[src/rtl/conv_ctrl_pkg.sv]
package conv_ctrl_pkg;
  typedef enum logic [2:0] {
    PH_IDLE = 3'd0,
    PH_FPRE = 3'd1,
    PH_FILT = 3'd2,
    PH_INLD = 3'd3,
    PH_STRT = 3'd4,
    PH_RUN  = 3'd5
  } phase_t;
endpackage

[src/rtl/ctrl_rst_sync.sv]
module ctrl_rst_sync (
  input  logic clk,
  input  logic rst_n,
  output logic rst_s_n
);
  logic [1:0] sync_q;

  always_ff @(posedge clk or negedge rst_n) begin
    if (!rst_n) sync_q <= 2'b00;
    else        sync_q <= {sync_q[0], 1'b1};
  end

  assign rst_s_n = sync_q[1];
endmodule

[src/rtl/ctrl_seq_fsm.sv]
module ctrl_seq_fsm
  import conv_ctrl_pkg::*;
#(
  parameter int FILT_WORDS = 100,
  parameter int PRELOAD    = 8,
  parameter int CW         = 7
) (
  input  logic          clk,
  input  logic          rst_n,
  input  logic          go,
  input  logic          last_cap,
  output phase_t        phase,
  output logic [CW-1:0] cnt
);
  localparam logic [CW-1:0] FILT_LAST = CW'(FILT_WORDS - 1);
  localparam logic [CW-1:0] PRE_LAST  = CW'(PRELOAD - 1);

  phase_t        phase_n;
  logic [CW-1:0] cnt_n;

  always_comb begin
    phase_n = phase;
    cnt_n   = cnt;
    unique case (phase)
      PH_IDLE: if (go) begin
        phase_n = PH_FPRE;
        cnt_n   = '0;
      end
      PH_FPRE: begin
        phase_n = PH_FILT;
        cnt_n   = '0;
      end
      PH_FILT: begin
        if (cnt == FILT_LAST) begin
          phase_n = PH_INLD;
          cnt_n   = '0;
        end else begin
          cnt_n = cnt + CW'(1);
        end
      end
      PH_INLD: begin
        if (cnt == PRE_LAST) begin
          phase_n = PH_STRT;
          cnt_n   = '0;
        end else begin
          cnt_n = cnt + CW'(1);
        end
      end
      PH_STRT: phase_n = PH_RUN;
      PH_RUN:  if (last_cap) phase_n = PH_IDLE;
      default: begin
        phase_n = PH_IDLE;
        cnt_n   = '0;
      end
    endcase
  end

  always_ff @(posedge clk or negedge rst_n) begin
    if (!rst_n) begin
      phase <= PH_IDLE;
      cnt   <= '0;
    end else begin
      phase <= phase_n;
      cnt   <= cnt_n;
    end
  end
endmodule

[src/rtl/ctrl_win_timer.sv]
module ctrl_win_timer #(
  parameter int WIN_LEN = 16,
  parameter int SHIFTS  = 84,
  parameter int WW      = 4,
  parameter int FW      = 7
) (
  input  logic          clk,
  input  logic          rst_n,
  input  logic          run,
  output logic          fetch_now,
  output logic [FW-1:0] fidx
);
  localparam logic [WW-1:0] WIN_LAST = WW'(WIN_LEN - 1);
  localparam logic [FW-1:0] FMAX     = FW'(SHIFTS);

  logic [WW-1:0] win_q, win_n;
  logic [FW-1:0] fidx_n;
  logic          tick_en;

  always_comb begin
    win_n  = win_q;
    fidx_n = fidx;
    if (!run) begin
      win_n  = '0;
      fidx_n = '0;
    end else if (win_q == WIN_LAST) begin
      win_n = '0;
      if (fidx < FMAX) fidx_n = fidx + FW'(1);
    end else begin
      win_n = win_q + WW'(1);
    end
  end

  assign tick_en   = run || (win_q != '0) || (fidx != '0);
  assign fetch_now = run && (win_q == '0) && (fidx < FMAX);

  always_ff @(posedge clk or negedge rst_n) begin
    if (!rst_n) begin
      win_q <= '0;
      fidx  <= '0;
    end else if (tick_en) begin
      win_q <= win_n;
      fidx  <= fidx_n;
    end
  end
endmodule

[src/rtl/ctrl_wr_tracker.sv]
module ctrl_wr_tracker #(
  parameter int SHIFTS = 84,
  parameter int OW     = 7
) (
  input  logic          clk,
  input  logic          rst_n,
  input  logic          run,
  input  logic          arr_done,
  input  logic          go_acc,
  output logic          last_cap,
  output logic          wr_en,
  output logic [OW-1:0] wr_addr,
  output logic          fin
);
  localparam logic [OW-1:0] LAST = OW'(SHIFTS - 1);

  logic          cap;
  logic [OW-1:0] wcnt_q, wcnt_n;
  logic          fin_n;

  assign cap      = run && arr_done;
  assign last_cap = cap && (wcnt_q == LAST);

  always_comb begin
    wcnt_n = wcnt_q;
    if (go_acc)   wcnt_n = '0;
    else if (cap) wcnt_n = wcnt_q + OW'(1);
  end

  always_comb begin
    fin_n = fin;
    if (go_acc)                        fin_n = 1'b0;
    else if (wr_en && wr_addr == LAST) fin_n = 1'b1;
  end

  always_ff @(posedge clk or negedge rst_n) begin
    if (!rst_n) begin
      wcnt_q  <= '0;
      wr_en   <= 1'b0;
      wr_addr <= '0;
      fin     <= 1'b0;
    end else begin
      wcnt_q <= wcnt_n;
      wr_en  <= cap;
      fin    <= fin_n;
      if (cap) wr_addr <= wcnt_q;
    end
  end
endmodule

[src/rtl/conv_buf_ctrl.sv]
module conv_buf_ctrl
  import conv_ctrl_pkg::*;
#(
  parameter int FILT_WORDS = 100,
  parameter int IN_WORDS   = 100,
  parameter int PRELOAD    = 8,
  parameter int WIN_LEN    = 16,
  parameter int SHIFTS     = 84,
  parameter int AW         = $clog2(FILT_WORDS + IN_WORDS),
  parameter int OW         = $clog2(SHIFTS)
) (
  input  logic          clk,
  input  logic          rst_n,
  input  logic          go,
  output logic [AW-1:0] rd_addr,
  output logic          rd_en,
  output logic          filt_load,
  output logic          in_load,
  output logic          arr_start,
  input  logic          arr_done,
  output logic [OW-1:0] wr_addr,
  output logic          wr_en,
  output logic          fin
);
  localparam int CMAX = (FILT_WORDS > PRELOAD) ? FILT_WORDS : PRELOAD;
  localparam int CW   = $clog2(CMAX + 1);
  localparam int WW   = (WIN_LEN > 2) ? $clog2(WIN_LEN) : 1;
  localparam int FW   = $clog2(SHIFTS + 1);
  localparam logic [AW-1:0] IN_BASE  = AW'(FILT_WORDS);
  localparam logic [AW-1:0] RUN_BASE = AW'(FILT_WORDS + PRELOAD);

  logic          rst_s_n;
  phase_t        phase;
  logic [CW-1:0] cnt;
  logic          fetch_now;
  logic [FW-1:0] fidx;
  logic          last_cap;
  logic          run;
  logic          go_acc;

  ctrl_rst_sync u_rst (
    .clk     (clk),
    .rst_n   (rst_n),
    .rst_s_n (rst_s_n)
  );

  ctrl_seq_fsm #(
    .FILT_WORDS (FILT_WORDS),
    .PRELOAD    (PRELOAD),
    .CW         (CW)
  ) u_fsm (
    .clk      (clk),
    .rst_n    (rst_s_n),
    .go       (go),
    .last_cap (last_cap),
    .phase    (phase),
    .cnt      (cnt)
  );

  assign run    = (phase == PH_RUN);
  assign go_acc = go && (phase == PH_IDLE);

  ctrl_win_timer #(
    .WIN_LEN (WIN_LEN),
    .SHIFTS  (SHIFTS),
    .WW      (WW),
    .FW      (FW)
  ) u_win (
    .clk       (clk),
    .rst_n     (rst_s_n),
    .run       (run),
    .fetch_now (fetch_now),
    .fidx      (fidx)
  );

  ctrl_wr_tracker #(
    .SHIFTS (SHIFTS),
    .OW     (OW)
  ) u_wr (
    .clk      (clk),
    .rst_n    (rst_s_n),
    .run      (run),
    .arr_done (arr_done),
    .go_acc   (go_acc),
    .last_cap (last_cap),
    .wr_en    (wr_en),
    .wr_addr  (wr_addr),
    .fin      (fin)
  );

  always_comb begin
    unique case (phase)
      PH_FILT: rd_addr = AW'(cnt);
      PH_INLD: rd_addr = IN_BASE + AW'(cnt);
      default: rd_addr = RUN_BASE + AW'(fidx);
    endcase
  end

  assign rd_en     = (phase == PH_FILT) || (phase == PH_INLD) || fetch_now;
  assign filt_load = (phase == PH_FPRE) || (phase == PH_FILT);
  assign in_load   = (phase == PH_INLD);
  assign arr_start = (phase == PH_STRT);
endmodule

[config.mk]
export PLATFORM = sky130hd
export DESIGN_NAME = conv_buf_ctrl
export DESIGN_NICKNAME = d
export VERILOG_FILES = /design/src/rtl/conv_ctrl_pkg.sv /design/src/rtl/ctrl_rst_sync.sv /design/src/rtl/ctrl_seq_fsm.sv /design/src/rtl/ctrl_win_timer.sv /design/src/rtl/ctrl_wr_tracker.sv /design/src/rtl/conv_buf_ctrl.sv
export SDC_FILE = /design/constraint.sdc
export NUM_CORES = 1
export LEC_CHECK = 0
export BUFFER_PORTS_ARGS = -buffer_cell sky130_fd_sc_hd__buf_4
export CAP_MARGIN = 20
export CORE_MARGIN = 3
export CORE_UTILIZATION = 45
export CTS_BUF_LIST = sky130_fd_sc_hd__clkbuf_16
export DETAILED_ROUTE_END_ITERATION = 8
export GPL_ROUTABILITY_DRIVEN = 1
export PLACE_DENSITY_LB_ADDON = 0.05
export SETUP_SLACK_MARGIN = 0.2
export SLEW_MARGIN = 5
export SYNTH_ARGS = -nofsm -noshare
export SYNTH_HDL_FRONTEND = slang
export SYNTH_SLANG_ARGS = --single-unit
[constraint.sdc]
create_clock -name clk -period 1.8 [get_ports clk]
set_input_delay 0.09 -clock clk [delete_from_list [all_inputs] [get_ports clk]]
set_output_delay 0.09 -clock clk [all_outputs]
set_load 0.02 [all_outputs]
# Yosys cells after proc, flatten, opt, wreduce, memory -nomap -nowiden
# Index checks and enable logic that the tools add are counted.
totals:
  regBits: 39
  inputBits: 4
  output_inout_bits: 21
  wordCells: 73
op_classes:
  n_addsub: 6
  order_cmp: 1
  eq_ne: 16
  muxes: 19
  bitwise: 1
  n_reduce_logical: 21
ops:
  columns: ["operator", "count"]
  rows:
  - ["$mux W7", 8]
  - ["$pmux W7 S4", 1]
  - ["$add A7 B1 Y7 const B", 3]
  - ["$eq A7 B7 Y1 const B", 3]
  - ["$pmux W3 S6", 1]
  - ["$add A7 B7 Y8 const A", 2]
  - ["$pmux W8 S2", 1]
  - ["$mux W3", 4]
  - ["$mux W4", 2]
  - ["$ne A2 B2 Y1 const B", 4]
  - ["$eq A7 B3 Y1 const B", 1]
  - ["$lt A7 B7 Y1 const B", 1]
  - ["$reduce_bool A7 Y1", 1]
  - ["$eq A3 B2 Y1 const B", 2]
  - ["$eq A3 B3 Y1 const B", 2]
  - ["$logic_and A1 B1 Y1", 6]
  - ["$logic_or A1 B1 Y1", 5]
  - ["$add A4 B1 Y4 const B", 1]
  - ["$eq A4 B4 Y1 const B", 1]
  - ["$logic_not A4 Y1", 1]
  - ["$ne A2 B1 Y1 const B", 2]
  - ["$reduce_and A4 Y1", 1]
  - ["$reduce_bool A2 Y1", 2]
  - ["$reduce_bool A4 Y1", 1]
  - ["7 further kinds", 8]

# Depth between registers and ports, before layout
depth:
  depth_word: 5
  depth_mapped: 6
  mapped_depth_nobuf: 6

# By module
# Synthesis repeated with hierarchy kept, for this count alone.
hier_totals:
  cells_unflattened: 242
  area_unflattened_um2: 2394.8
modules_own_cells:
  columns: ["module", "n_inst", "cells_per_inst", "area_each_um2", "seq_area_each_um2"]
  rows:
  - ["ctrl_wr_tracker", 1, 62, 701.9, 400.4]
  - ["ctrl_win_timer", 1, 70, 689.4, 275.3]
  - ["ctrl_seq_fsm", 1, 61, 629.4, 250.2]
  - ["conv_buf_ctrl", 1, 46, 320.3, 0.0]
  - ["ctrl_rst_sync", 1, 3, 53.8, 50.0]

# Worst setup path after synthesis
# Ideal clock, no wire load.
synth_path:
  path_kind: "flip-flop to output port"
  start: "reg u_fsm.phase[1]"
  end: "out rd_addr[6]"
  arrival_time_ps: 1694
  required_time_ps: 1710
  setup_slack_ps: 16
  path_stages_with_launch: 6
  path_buffers: 3
  path_cell_list: "dfrtp_1 -> buf_6 -> or2b_1 -> clkbuf_1 -> clkbuf_1 -> mux2i_1"
synth_between:
  elab_chain_cells: 2
  elab_cells_between_ends: 3
  classes_between: "eq/ne (2); mux (1)"
synth_rtl:
  columns: ["item", "line", "source"]
  rows:
  - ["from (decl)", "ctrl_seq_fsm.sv:12", "output phase_t phase,"]
  - ["from (signal assigned)", "ctrl_seq_fsm.sv:63", "phase <= phase_n;"]
  - ["$eq A3 B2 Y1", "conv_buf_ctrl.sv:92", "unique case (phase)"]
  - ["$pmux W8 S2 *", "conv_buf_ctrl.sv:92", null]
  - ["to (decl)", "conv_buf_ctrl.sv:15", "output logic [AW-1:0] rd_addr,"]
# Every way passes the cells marked *; elsewhere a longest branch is shown, timed or not.

# Worst setup path in the final report
layout_path:
  start: "reg u_fsm.cnt[3]"
  end: "out rd_addr[7]"
layout_between:
  elab_chain_cells: 2
layout_rtl:
  columns: ["item", "line", "source"]
  rows:
  - ["from (decl)", "ctrl_seq_fsm.sv:13", "output logic [CW-1:0] cnt"]
  - ["from (signal assigned)", "ctrl_seq_fsm.sv:64", "cnt <= cnt_n;"]
  - ["$add A7 B7 Y8", "conv_buf_ctrl.sv:94", "PH_INLD: rd_addr = IN_BASE + AW'(cnt);"]
  - ["$pmux W8 S2", "conv_buf_ctrl.sv:92", null]
# No other way between the ends.

==> key figures <==
Run status
  – Status: finished clean

Clock tree
  – Clock slew at reported path FFs: 0.06 ns
  – H-tree Lvls: 2
  – Worst skew pair latency: 0.28 ns
  – CTS tree: yes
  – Max clock buf depth: 2
  – Cts bufs inserted: 5
  – Clock sink count: 39
  – Clock root buffer: clkbuf_16

Worst setup path
  – Worst EP required: 1.71 ns
  – Critical path peak fanout: 5
  – WS Path Type: register to output pin
  – CP endpoint kind: output pin
  – Startpoint Class: register
  – Arr. time, crit path: 1.60 ns

Timing
  – Tcrit/Tclk final: 93.9%
  – Post-layout minimum cycle time: 1.69 ns
  – Slew headroom: 60.6%
  – Slew @ Worst Pin: 0.590 ns
  – Final hold violation count: 0
  – Setup TNS: 0 ns
  – Clock Skew: 0.00491 ns
  – Min Hold Slack: 0.133 ns
  – Max-slew violations: 0
  – Unrepaired setup endpoints after global routing: yes
  – Final setup viols: 0
  – Max Freq: 592 MHz

Global route
  – Tot GR Track Use: 19.1%
  – Largest net degree at the start of global routing: 27
  – GR Overflow Total: 0
  – First-pass GRT wire length: 9160 um
  – Initial antenna violation count: 0
  – Vias in the first global route: 1,940

Drt
  – Highest metal used: met4
  – DR iter-0 viols: 104
  – Routed met2 length: 2540 um
  – WL final: 5400 um
  – DR WL/cell: 14.3 um
  – Routed vias: 2,007
  – Met3 wire length: 218 um
  – Met1 Routed Length: 2580 um
  – Vias/cell: 5.31
  – DRC viols: 0
  – Drt pass-1 iters: 4
  – ANT nets after route: 0

Placement
  – Post-DP Area: 0.00265 sq mm
  – RePlAce Congestion: 0.857
  – Post-DP HPWL: 3630 um
  – PortBufs: 24
  – Placed insts: 348

Logic synthesis
  – Syn nets: 266
  – Synth unique cells: 47
  – Ys async rst share: 100%
  – Yosys reg bits: 39
  – Part of the Yosys area used for sequential elements: 43.1%
  – Cells after synthesis: 250
  – Ys flop type: dfrtp_1
  – EDFF count, synth: 0
  – Mapped cell area: 0.00226 sq mm
  – Syn avg cell area: 9.05 sq um
  – Synth warnings: 0

Layout
  – Design area: 0.00318 sq mm
  – Final #Nets: 326
  – Commonest non-fill, non-tap cell in the layout: buf_4
  – Finished Layout Cells: 378
  – Most frequent cells in the layout: 55 x buf_4, 39 x nand2_1, 34 x dfrtp_1, 19 x nor2_1, 11 x o21ai_0
  – Layout area overhead: 40.5%
  – Share of layout cells above drive strength 1: 39.9%
  – Diodes inserted: 0

Floorplanning
  – Starting Density: 47.3%
  – Rows: 25
  – Die width: 76.9 um
  – Die height: 76.9 um
  – Die Area: 0.00591 sq mm
  – Area of the core: 0.00479 sq mm
  – I/O pins: 25

Hold path
  – Worst hold path type: primary input to asynchronous set/reset pin

Pwr
  – Overall power: 0.00460 W
  – Combinational share of power: 52.8%
  – Clk pwr share: 17.9%
  – P_sw: 0.00182 W
  – Leakage: 1.43 nW
  – Sequential power share: 29.3%
  – Max VDD drop: 0.000657 V
  – Sw frac: 39.5%
  – Pwr/cell area: 1450 mW/mm^2
  – Pint: 0.00278 W

Job
  – Max-cap violations: 0
==> flip-flops by register name, indices dropped and copies added (netlist names) <==
name / flops
u_wr.wr_en: 1
u_wr.wr_addr: 7
u_wr.wcnt_q: 7
u_fsm.cnt: 7
u_win.win_q: 4
u_rst.sync_q: 2
u_fsm.phase: 3
u_win.fidx: 7
u_wr.fin: 1
==> per-layer routing <==
layer	GRT usage, %	vias up
met3	3.76	7
li1	-	998
met1	26.3	962
met4	5.80	0
met2	30.3	40
met5	0	-
==> power by group through the flow <==
| stage | registers, W | logic (W) | clock network (W) |
|---|---|---|---|
| after floorplan | 0.00140 | 0.00118 | 0 |
| after global placement | 0.00136 | 0.00194 | 0 |
| after detailed placement | 0.00137 | 0.00194 | 0 |
| after CTS | 0.00134 | 0.00227 | 0.000857 |
| after global routing | 0.00138 | 0.00264 | 0.000890 |
| final | 0.00135 | 0.00243 | 0.000825 |
==> logic make-up (layout without fill, tap and decap cells) <==
family	Yosys count	in the layout	synth area share (%)
AND/OR/NAND/NOR	103	103	23.4
multiplexers	3	3	1.44
XOR/XNOR	16	16	6.19
flip-flops	39	39	43.1
buffers and inverters	23	84	4.65
AO/OA/AOI/OAI	53	53	14.4
adder cells (fa/ha/maj)	12	12	6.64
other	1	1	0.166
==> worst max-delay path: stages (launching register included) <==
cell     delay (ns)
dfrtp_2        0.44
and3_4         0.19
or3_4          0.33
a21oi_2        0.15
a31oi_2        0.05
buf_4          0.17
==> synth_stat cells, drive strengths merged, types with 2 or more instances <==
cell type | count | area (sq um)
a211oi | 2 | 15.0
a21oi | 14 | 70.1
a22o | 2 | 17.5
a31oi | 2 | 12.5
a41oi | 2 | 17.5
buf | 6 | 41.3
clkbuf | 5 | 18.8
dfrtp | 39 | 976
ha | 12 | 150
inv | 12 | 45.0
mux2 | 2 | 22.5
nand2 | 39 | 146
nand3 | 7 | 35.0
nand4 | 6 | 37.5
nand4b | 2 | 17.5
nor2 | 22 | 82.6
nor3 | 5 | 25.0
nor3b | 2 | 15.0
o211ai | 2 | 15.0
o21ai | 19 | 98.9
o31ai | 5 | 37.5
or3 | 5 | 36.3
or4 | 4 | 30.0
xnor2 | 9 | 78.8
xor2 | 7 | 61.3
==> through the flow <==
stage / utilization (%) / worst slack [ns]
6_report: 66.4 / 0.110
4_1_cts: 63.3 / 0.103
2_1_floorplan: - / 0.177
3_3_place_gp: 55.3 / 0.152
3_5_place_dp: 55.3 / 0.112
5_1_grt: 66.4 / 0.0513
==> repair_timing <==
| item | CTS | global route |
|---|---|---|
| endpoints found under the setup margin | 20 | 35 |
| gates resized for setup | 24 | 36 |
| pin swaps | 8 | 10 |
| hold buffers | 1 | 0 |
| buffers inserted | 17 | 4 |
| endpoints found under the hold margin | 2 | 0 |
==> area by class of cell <==
type / count / area [sq um]
clock buffers: 5 / 125
clock inverters: 3 / 12.5
fillers: 405 / 1610
inverters: 12 / 45.0
multi-input cells: 188 / 1410
flip-flops and latches: 39 / 982
well taps: 67 / 83.8
repair buffers: 64 / 522
==> worst paths after layout <==
kind	cells after the start	startpoint	to	slack [ns]
max	5	u_fsm.cnt[3]	rd_addr[7]	0.11
min	2	rst_n	u_rst.sync_q[1]	0.13
max reg2reg	5	u_win.win_q[0]	u_win.fidx[5]	0.15
min reg2reg	0	u_rst.sync_q[1]	u_win.win_q[3]	0.24
max in group asynchronous	1	u_rst.sync_q[1]	u_fsm.cnt[2]	1.01
min in group clk	4	arr_done	u_fsm.phase[2]	0.28
(Power assumes the default switching activity.)
